==> src/rtl/eep_patch_pkg.sv <==
package eep_patch_pkg;

    localparam int WORD_W = 16;

    typedef logic [WORD_W-1:0] word_t;

    typedef enum logic [2:0] {
        PH_IDLE,
        PH_RD_CFG,
        PH_WR_CFG,
        PH_RD_SUM,
        PH_RD_OLD,
        PH_WR_CK
    } phase_e;

    typedef struct packed {
        logic  patched;
        logic  error;
        word_t old_ck;
        word_t new_ck;
    } result_t;

    function automatic word_t drop_bit(input word_t w, input int pos);
        word_t m;
        m = word_t'(1) << pos;
        return w & ~m;
    endfunction

    function automatic word_t seal_of(input word_t seed, input word_t sum);
        return seed - sum;
    endfunction

endpackage

==> src/rtl/eep_cksum_acc.sv <==
module eep_cksum_acc
    import eep_patch_pkg::*;
#(
    parameter word_t SEED = 16'hBABA
) (
    input  logic  clk,
    input  logic  rst,
    input  logic  clr,
    input  logic  add,
    input  word_t val,
    output word_t seal
);
    word_t sum_q;

    always_ff @(posedge clk) begin
        if (rst || clr) sum_q <= '0;
        else if (add)   sum_q <= sum_q + val;
    end

    assign seal = seal_of(SEED, sum_q);

    AST_SUM_CLEARED: assert property (@(posedge clk) disable iff (rst)
        clr |=> seal == SEED) else $error("seal after clear");
endmodule

==> src/rtl/eep_word_port.sv <==
module eep_word_port
    import eep_patch_pkg::*;
#(
    parameter int ADDR_W = 6
) (
    input  logic              clk,
    input  logic              rst,
    input  logic              ld,
    input  logic              ld_we,
    input  logic [ADDR_W-1:0] ld_addr,
    input  word_t             ld_wdata,
    output logic              fin,
    output logic              fin_err,
    output word_t             rd_word,
    output logic              mem_req,
    output logic              mem_we,
    output logic [ADDR_W-1:0] mem_addr,
    output word_t             mem_wdata,
    input  logic              mem_ack,
    input  logic              mem_err,
    input  word_t             mem_rdata
);
    logic pend;

    always_ff @(posedge clk) begin
        if (rst) begin
            mem_req   <= 1'b0;
            pend      <= 1'b0;
            mem_we    <= 1'b0;
            mem_addr  <= '0;
            mem_wdata <= '0;
        end else begin
            if (mem_req && mem_ack) begin
                mem_req <= 1'b0;
            end else if (pend) begin
                mem_req <= 1'b1;
                pend    <= 1'b0;
            end
            if (ld) begin
                mem_we    <= ld_we;
                mem_addr  <= ld_addr;
                mem_wdata <= ld_wdata;
                pend      <= 1'b1;
            end
        end
    end

    assign fin     = mem_req && mem_ack && !mem_err;
    assign fin_err = mem_req && mem_ack && mem_err;
    assign rd_word = mem_rdata;

    AST_REQ_HOLD: assert property (@(posedge clk) disable iff (rst)
        mem_req && !mem_ack |=> mem_req && $stable(mem_addr) && $stable(mem_we)
                                && $stable(mem_wdata)) else $error("req hold");
    AST_REQ_GAP: assert property (@(posedge clk) disable iff (rst)
        mem_req && mem_ack |=> !mem_req) else $error("req gap");
endmodule

==> src/rtl/eep_patch_seq.sv <==
module eep_patch_seq
    import eep_patch_pkg::*;
#(
    parameter int    ADDR_W   = 6,
    parameter int    CFG_ADDR = 10,
    parameter int    FLAG_BIT = 1,
    parameter word_t SEED     = 16'hBABA
) (
    input  logic              clk,
    input  logic              rst,
    input  logic              start,
    output logic              mem_req,
    output logic              mem_we,
    output logic [ADDR_W-1:0] mem_addr,
    output logic [15:0]       mem_wdata,
    input  logic              mem_ack,
    input  logic              mem_err,
    input  logic [15:0]       mem_rdata,
    output logic              done,
    output logic              patched,
    output logic              error,
    output logic [15:0]       old_cksum,
    output logic [15:0]       new_cksum
);
    localparam int unsigned       DEPTH  = 1 << ADDR_W;
    localparam logic [ADDR_W-1:0] LAST_A = ADDR_W'(DEPTH - 1);
    localparam logic [ADDR_W-1:0] END_A  = ADDR_W'(DEPTH - 2);
    localparam logic [ADDR_W-1:0] CFG_A  = ADDR_W'(CFG_ADDR);

    phase_e            ph, ph_n;
    result_t           res, res_n;
    logic              done_n;
    logic [ADDR_W-1:0] sum_a, sum_a_n;
    logic              ld, ld_we;
    logic [ADDR_W-1:0] ld_addr;
    word_t             ld_wdata;
    logic              fin, fin_err;
    word_t             rd_word;
    logic              acc_clr, acc_add;
    word_t             acc_seal;

    eep_word_port #(.ADDR_W(ADDR_W)) u_port (
        .clk(clk), .rst(rst),
        .ld(ld), .ld_we(ld_we), .ld_addr(ld_addr), .ld_wdata(ld_wdata),
        .fin(fin), .fin_err(fin_err), .rd_word(rd_word),
        .mem_req(mem_req), .mem_we(mem_we), .mem_addr(mem_addr),
        .mem_wdata(mem_wdata), .mem_ack(mem_ack), .mem_err(mem_err),
        .mem_rdata(mem_rdata)
    );

    eep_cksum_acc #(.SEED(SEED)) u_acc (
        .clk(clk), .rst(rst), .clr(acc_clr), .add(acc_add),
        .val(rd_word), .seal(acc_seal)
    );

    always_comb begin
        ph_n     = ph;
        res_n    = res;
        done_n   = 1'b0;
        sum_a_n  = sum_a;
        ld       = 1'b0;
        ld_we    = 1'b0;
        ld_addr  = '0;
        ld_wdata = '0;
        acc_clr  = 1'b0;
        acc_add  = 1'b0;
        if (ph == PH_IDLE) begin
            if (start) begin
                res_n   = '0;
                ld      = 1'b1;
                ld_addr = CFG_A;
                ph_n    = PH_RD_CFG;
            end
        end else if (fin_err) begin
            res_n.error = 1'b1;
            done_n      = 1'b1;
            ph_n        = PH_IDLE;
        end else if (fin) begin
            case (ph)
                PH_RD_CFG: begin
                    if (rd_word[FLAG_BIT]) begin
                        ld       = 1'b1;
                        ld_we    = 1'b1;
                        ld_addr  = CFG_A;
                        ld_wdata = drop_bit(rd_word, FLAG_BIT);
                        ph_n     = PH_WR_CFG;
                    end else begin
                        done_n = 1'b1;
                        ph_n   = PH_IDLE;
                    end
                end
                PH_WR_CFG: begin
                    acc_clr = 1'b1;
                    sum_a_n = '0;
                    ld      = 1'b1;
                    ld_addr = '0;
                    ph_n    = PH_RD_SUM;
                end
                PH_RD_SUM: begin
                    acc_add = 1'b1;
                    ld      = 1'b1;
                    if (sum_a == END_A) begin
                        ld_addr = LAST_A;
                        ph_n    = PH_RD_OLD;
                    end else begin
                        sum_a_n = sum_a + 1'b1;
                        ld_addr = sum_a + 1'b1;
                    end
                end
                PH_RD_OLD: begin
                    res_n.old_ck = rd_word;
                    res_n.new_ck = acc_seal;
                    ld           = 1'b1;
                    ld_we        = 1'b1;
                    ld_addr      = LAST_A;
                    ld_wdata     = acc_seal;
                    ph_n         = PH_WR_CK;
                end
                PH_WR_CK: begin
                    res_n.patched = 1'b1;
                    done_n        = 1'b1;
                    ph_n          = PH_IDLE;
                end
                default: ph_n = PH_IDLE;
            endcase
        end
    end

    always_ff @(posedge clk) begin
        if (rst) begin
            ph    <= PH_IDLE;
            res   <= '0;
            done  <= 1'b0;
            sum_a <= '0;
        end else begin
            ph    <= ph_n;
            res   <= res_n;
            done  <= done_n;
            sum_a <= sum_a_n;
        end
    end

    assign patched   = res.patched;
    assign error     = res.error;
    assign old_cksum = res.old_ck;
    assign new_cksum = res.new_ck;

    AST_DONE_PULSE: assert property (@(posedge clk) disable iff (rst)
        done |=> !done) else $error("done width");
    AST_ERR_ABORT: assert property (@(posedge clk) disable iff (rst)
        mem_req && mem_ack && mem_err |=> done && error && !patched) else $error("abort");
    AST_IDLE_QUIET: assert property (@(posedge clk) disable iff (rst)
        ph == PH_IDLE |-> !mem_req) else $error("req while idle");
    AST_CFG_CLEARED: assert property (@(posedge clk) disable iff (rst)
        mem_req && mem_we && mem_addr == CFG_A |-> !mem_wdata[FLAG_BIT]) else $error("flag kept");
    AST_SEAL_MATCH: assert property (@(posedge clk) disable iff (rst)
        mem_req && mem_we && mem_addr == LAST_A |-> mem_wdata == new_cksum) else $error("seal mismatch");
    AST_START_IGNORED: assert property (@(posedge clk) disable iff (rst)
        start && ph != PH_IDLE && ph != PH_RD_CFG |=> ph != PH_RD_CFG) else $error("restart");
endmodule

==> config.mk <==
export PLATFORM = sky130hd
export DESIGN_NAME = eep_patch_seq
export DESIGN_NICKNAME = d
export VERILOG_FILES = /design/src/rtl/eep_patch_pkg.sv /design/src/rtl/eep_cksum_acc.sv /design/src/rtl/eep_word_port.sv /design/src/rtl/eep_patch_seq.sv
export SDC_FILE = /design/constraint.sdc
export NUM_CORES = 1
export LEC_CHECK = 0
export BUFFER_PORTS_ARGS = -buffer_cell sky130_fd_sc_hd__buf_4
export CAP_MARGIN = 10
export CORE_MARGIN = 10
export CORE_UTILIZATION = 50
export CTS_CLUSTER_SIZE = 16
export DETAILED_ROUTE_END_ITERATION = 8
export GPL_ROUTABILITY_DRIVEN = 0
export PLACE_DENSITY = 0.72
export REMOVE_ABC_BUFFERS = 1
export SYNTH_ARGS = -nofsm -noshare
export SYNTH_HDL_FRONTEND = slang
export SYNTH_HIERARCHICAL = 1
export SYNTH_SLANG_ARGS = --single-unit
==> constraint.sdc <==
create_clock -name clk -period 3 [get_ports clk]
set_input_delay 0.9 -clock clk [delete_from_list [all_inputs] [get_ports clk]]
set_output_delay 0.9 -clock clk [all_outputs]
set_load 0.05 [all_outputs]
# --- Word-level counts from Yosys, hierarchy flattened ---
# Cells that the tools add are included.
# W data, S select, Z words.
classes:
  addsub: 3
  n_mul: 0
  n_div: 0
  magnitude_cmp: 0
  n_eq_ne: 11
  n_shift: 0
  mux: 54
  n_bitwise: 2
  reduce_logical: 20
ops:
  columns: ["operator", "count"]
  rows:
  - ["$mux W32", 3]
  - ["$mux W34", 2]
  - ["$mux W16", 4]
  - ["$pmux W16 S2", 1]
  - ["$mux W6", 5]
  - ["$mux W1", 25]
  - ["$pmux W6 S3", 1]
  - ["$add A16 B16 Y16", 1]
  - ["$sub A16 B16 Y16 const A", 1]
  - ["$mux W3", 5]
  - ["$pmux W3 S4", 1]
  - ["$pmux W6 S2", 1]
  - ["$reduce_bool A2 Y1", 5]
  - ["$mux W4", 2]
  - ["$reduce_and A4 Y1", 2]
  - ["$add A6 B1 Y6 const B", 1]
  - ["$eq A3 B2 Y1 const B", 2]
  - ["$eq A3 B3 Y1 const B", 2]
  - ["$eq A6 B6 Y1 const B", 1]
  - ["$ne A2 B2 Y1 const B", 3]
  - ["$pmux W1 S2", 3]
  - ["$reduce_and A5 Y1", 1]
  - ["$ne A4 B4 Y1 const B", 1]
  - ["$reduce_or A2 Y1", 2]
  - ["other kinds (12)", 15]
totals:
  register_bits: 85
  latchBits: 0
  ramBits: 0
  mem_bits_ro: 0
  in_bits: 21
  elab_cells: 103
  memories: 0

# --- Depth between registers and ports, before layout ---
logic_depth:
  word_depth: 7
  depth_mapped: 11
  depth_no_buf: 11

# --- Hierarchy ---
# The synthesis kept the hierarchy.
by_module_without_submodules:
  columns: ["module", "n_inst", "cells_per_inst", "area_per_inst_um2", "seq_area_each_um2"]
  rows:
  - ["eep_patch_seq", 1, 270, 2209.6, 880.8]
  - ["eep_cksum_acc", 1, 178, 1544.0, 320.3]
  - ["eep_word_port", 1, 100, 1037.2, 500.5]

# --- Worst setup path before layout ---
# Ideal clock, no wire load.
synth_path:
  path_type: "input port to flip-flop"
  start: "input port mem_ack"
  end: "register u_acc.sum_q[14]"
  setup_ns: 0.058
  arrival_ns: 2.784
  t_required_ns: 2.942
  setup_slack_ns: 0.158
  path_stages: 10
  path_cell_list: "nand2_1 > nor2_1 > nor2b_1 > nand2_1 > nor2_1 > clkbuf_1 > inv_1 > or3_1 > mux2i_1 > a31o_2"
synth_between:
  word_cells_on_any_way: 10
synth_lines:
  columns: ["item", "line", "rtl"]
  rows:
  - ["start: declaration", "eep_patch_seq.sv:16", "input logic mem_ack,"]
  - ["$logic_and A1 B1 Y1 (2 in a row)", "eep_word_port.sv:48", "assign fin = mem_req && mem_ack && !mem_err;"]
  - ["named net fin", "eep_patch_seq.sv:37", "logic fin, fin_err;"]
  - ["$mux W1", "eep_patch_seq.sv:78", "end else if (fin) begin"]
  - ["$mux W1", "eep_patch_seq.sv:74", "end else if (fin_err) begin"]
  - ["$mux W1", "eep_patch_seq.sv:67", "if (ph == PH_IDLE) begin"]
  - ["named net acc_add", "eep_patch_seq.sv:39", "logic acc_clr, acc_add;"]
  - ["end signal: assignment", "eep_cksum_acc.sv:17", "else if (add) sum_q <= sum_q + val;"]
  - ["end: declaration", "eep_cksum_acc.sv:13", "word_t sum_q;"]
# The timed path passes the listed nets, and every way through them passes these cells.
# A chain may end at the register's enable or synchronous reset.

# --- Worst setup path in the final report ---
layout_path:
  start: "input port mem_rdata[0]"
  end: "register u_acc.sum_q[14]"
layout_between:
  elab_chain_len: 1
layout_lines:
  columns: ["item", "line", "rtl"]
  rows:
  - ["start: declaration", "eep_patch_seq.sv:18", "input logic [15:0] mem_rdata,"]
  - ["$add A16 B16 Y16", "eep_cksum_acc.sv:17", null]
# Every way passes these cells.

==> out/results.tsv <==
stage	metric	value	unit
outcome	status	complete, no violations	
placed_design	placed cell area	0.00538	sq mm
floorplanning	Die ar.	0.0139	sq mm
worst_setup_path	critical setup path kind	input port to flip-flop	
floorplanning	Top Ports	80	
timing	fin. max-slew vios	0	
floorplanning	core area	0.00928	sq mm
logic_synthesis	register bit total from synthesis	85	
timing	Fin. Hold Viols	0	
finish	final net count	643	
clock_tree	H-tree levels	3	
grt	first-pass GRT wire length	21.2	mm
worst_setup_path	FF-to-FF path depth	7	
finish	Final Cell Area	0.00559	sq mm
timing	setup_tns	0	ns
power_and_ir_drop	Worst VDD drop	0.000239	V
grt	antenna violations before repair	0	
finish	layout cells sized above 1	0.215	
detailed_routing	drt pass-1 iters	6	
logic_synthesis	Yosys warnings	6	
finish	ANT cells	0	
finish	commonest non-fill, non-tap cell in the layout	nor2_1	
clock_tree	CTS clock-pin slew for the worst setup and hold paths	0.09	ns
logic_synthesis	library cells used by synthesis	60	
floorplanning	num rows	35	
detailed_routing	WL/cell	17.4	um
clock_tree	Max Root-Sink Buffers	2	
min_path	Worst Hold Class	flip-flop to flip-flop	
timing	# setup viols final	0	
detailed_routing	vias per cell	5.84	
logic_synthesis	top cells by area, synth	dfxtp_1 (36%), mux2i_1 (8.1%), nor2_1 (7.8%)	
detailed_routing	Via Count	4304	
timing	Peak Freq	383	MHz
clock_tree	hold_buf cts	0	
clock_tree	Post-CTS Setup Bufs	0	
floorplanning	die width	118	um
run	total of max-cap violations	0	
timing	RSZ-0062 raised after global routing	no	
logic_synthesis	average size of a mapped cell	8.74	sq um
logic_synthesis	EDFF count, synth	0	
worst_setup_path	startpoint class of the critical path	input port	
timing	Slew @ Worst Pin	0.734	ns
placed_design	Buffers on Ports	79	
floorplanning	Starting Density	0.516	
finish	register area	0.00170	sq mm
grt	global route overflow	0	
worst_setup_path	Worst R2R End	u_acc/sum_q[7]	
power_and_ir_drop	Power Total	2.21	mW
worst_setup_path	crit end category	flip-flop	
grt	largest net degree at the start of global routing	42	
grt	vias in the first global route	4151	
finish	Layout area overhead	16.7	%
grt	gr usage total	0.179	
finish	fill cell count	851	
placed_design	Final HPWL DP	9.13	mm
power_and_ir_drop	Power Density	395	mW/mm^2
worst_setup_path	CP Max Fanout	3	
power_and_ir_drop	Lkg Pwr	2.30	nW
timing	skew final	0.0108	ns
finish	most frequent cells in the layout	nor2_1 (99), buf_4 (93), dfxtp_1 (85), mux2i_1 (39), a22oi_1 (33)	
worst_setup_path	R2R Path Start	ph[0]	
timing	slew margin rel.	0.510	
clock_tree	Root Buffer	clkbuf_8	
worst_setup_path	crit path capture	u_acc/sum_q[14]	
clock_tree	clk_lat worst skew	0.36	ns
clock_tree	CTS sink cnt	85	
logic_synthesis	post-synthesis cell count	548	
min_path	HP Start	u_port/mem_wdata[2]	
worst_setup_path	critical path required time	3.25	ns
worst_setup_path	reg-to-reg slack, setup	0.62	ns
detailed_routing	Initial DRC Count	323	
clock_tree	Post-CTS Resized	0	
logic_synthesis	leading area contributor after synthesis	dfxtp_1	
detailed_routing	Routed WL	12.8	mm
logic_synthesis	sequential area share after synthesis	0.355	
timing	Tcrit/Tclk final	0.870	
worst_setup_path	CP arrival	2.86	ns
clock_tree	clock buffers created by TritonCTS	9	
logic_synthesis	ys async rst share	0	
timing	minimum clock period	2.61	ns
worst_setup_path	crit path from	mem_rdata[0]	
floorplanning	Die H	118	um
logic_synthesis	Synth top area share	0.355	
finish	Multi-input gate area	0.00277	sq mm
detailed_routing	Residual DRC	0	
logic_synthesis	synthesized area	0.00479	sq mm
logic_synthesis	Top FF cell, synth	dfxtp_1	
detailed_routing	ANT nets after route	0	
clock_tree	CTS tree	done	
[registers in the layout, summed over array words and instances, names as in the netlist]
signal / flops
done: 1
error: 1
new_cksum: 16
old_cksum: 16
patched: 1
ph: 3
sum_a: 6
u_acc/sum_q: 16
u_port/mem_addr: 6
u_port/mem_req: 1
u_port/mem_wdata: 16
u_port/mem_we: 1
u_port/pend: 1
[layout make-up]
class                      count  share of cell area
tap                          129              0.0289
clock buffer                  11              0.0271
multi-input combinational    404               0.495
timing repair buffer          94               0.128
clock inverter                 5              0.0105
inverter                       9             0.00604
sequential                    85               0.304
[per-stage QoR]
stage	worst slack [ns]	utilization	cells	hold WS, ns
CTS	0.410	0.602	737	0.505
finish	0.391	0.602	737	0.500
global placement	0.0788	0.580	721	0.472
global route	0.300	0.602	737	0.540
floorplan	-1.63	-	498	0.469
detailed placement	0.0281	0.580	721	0.484
[power breakdown]
| group | internal [mW] | total [mW] | switching, mW | leakage [nW] |
|---|---|---|---|---|
| logic | 0.0775 | 0.208 | 0.130 | 1.51 |
| registers | 1.13 | 1.14 | 0.0104 | 0.685 |
| clock network | 0.430 | 0.858 | 0.428 | 0.102 |
[critical path, cell delays in order]
cell and delay, ns:
buf_4 0.12, ha_1 0.21, fa_1 0.40, a21oi_1 0.26
o211a_1 0.25, o22ai_1 0.12, a221oi_2 0.27, mux2i_1 0.10
a31o_2 0.21
[kinds of logic (layout without fill, tap and decap cells)]
logic type | after synthesis | count (layout) | synth area share
and+or+nand+nor | 179 | 179 | 0.173
AOI/OAI and AO/OA | 139 | 139 | 0.215
DFF | 85 | 85 | 0.355
buffers and inverters | 59 | 119 | 0.0729
muxes | 39 | 39 | 0.0815
xor gates and xnor gates | 28 | 28 | 0.0512
adders and majority gates | 19 | 19 | 0.0512
[layer usage]
layer,vias to the layer above,track usage,wire length (um)
met2,138,0.294,6250
met3,14,0.0489,789
met5,-,0,0
met1,2079,0.226,5680
met4,0,0.0394,108
li1,2073,-,-
[Yosys cell counts, drive strengths merged, types with 4 or more instances]
library cell and count:
buf 37, nor3 8, mux2i 39, a31oi 6, nand2b 6, a22oi 33, inv 9, ha 18
or3 5, o21bai 5, nand2 21, o21ai 13, o21a 4, xor2 13, a21o 6, o31ai 4
xnor2 15, a32oi 16, dfxtp 85, a31o 4, clkbuf 13, nand3 16, nor2 99, and3 7
a21oi 28
[how the worst min path moves through the flow]
stage,cells after the start,endpoint,slack [ns]
global route,2,u_acc/sum_q[15],0.54
global placement,2,new_cksum[0],0.47
detailed placement,2,u_port/mem_wdata[2],0.48
finish,2,u_port/mem_wdata[2],0.50
CTS,2,u_port/mem_req,0.50
floorplan,2,u_port/mem_req,0.47
Power figures use the tool's default switching activity.
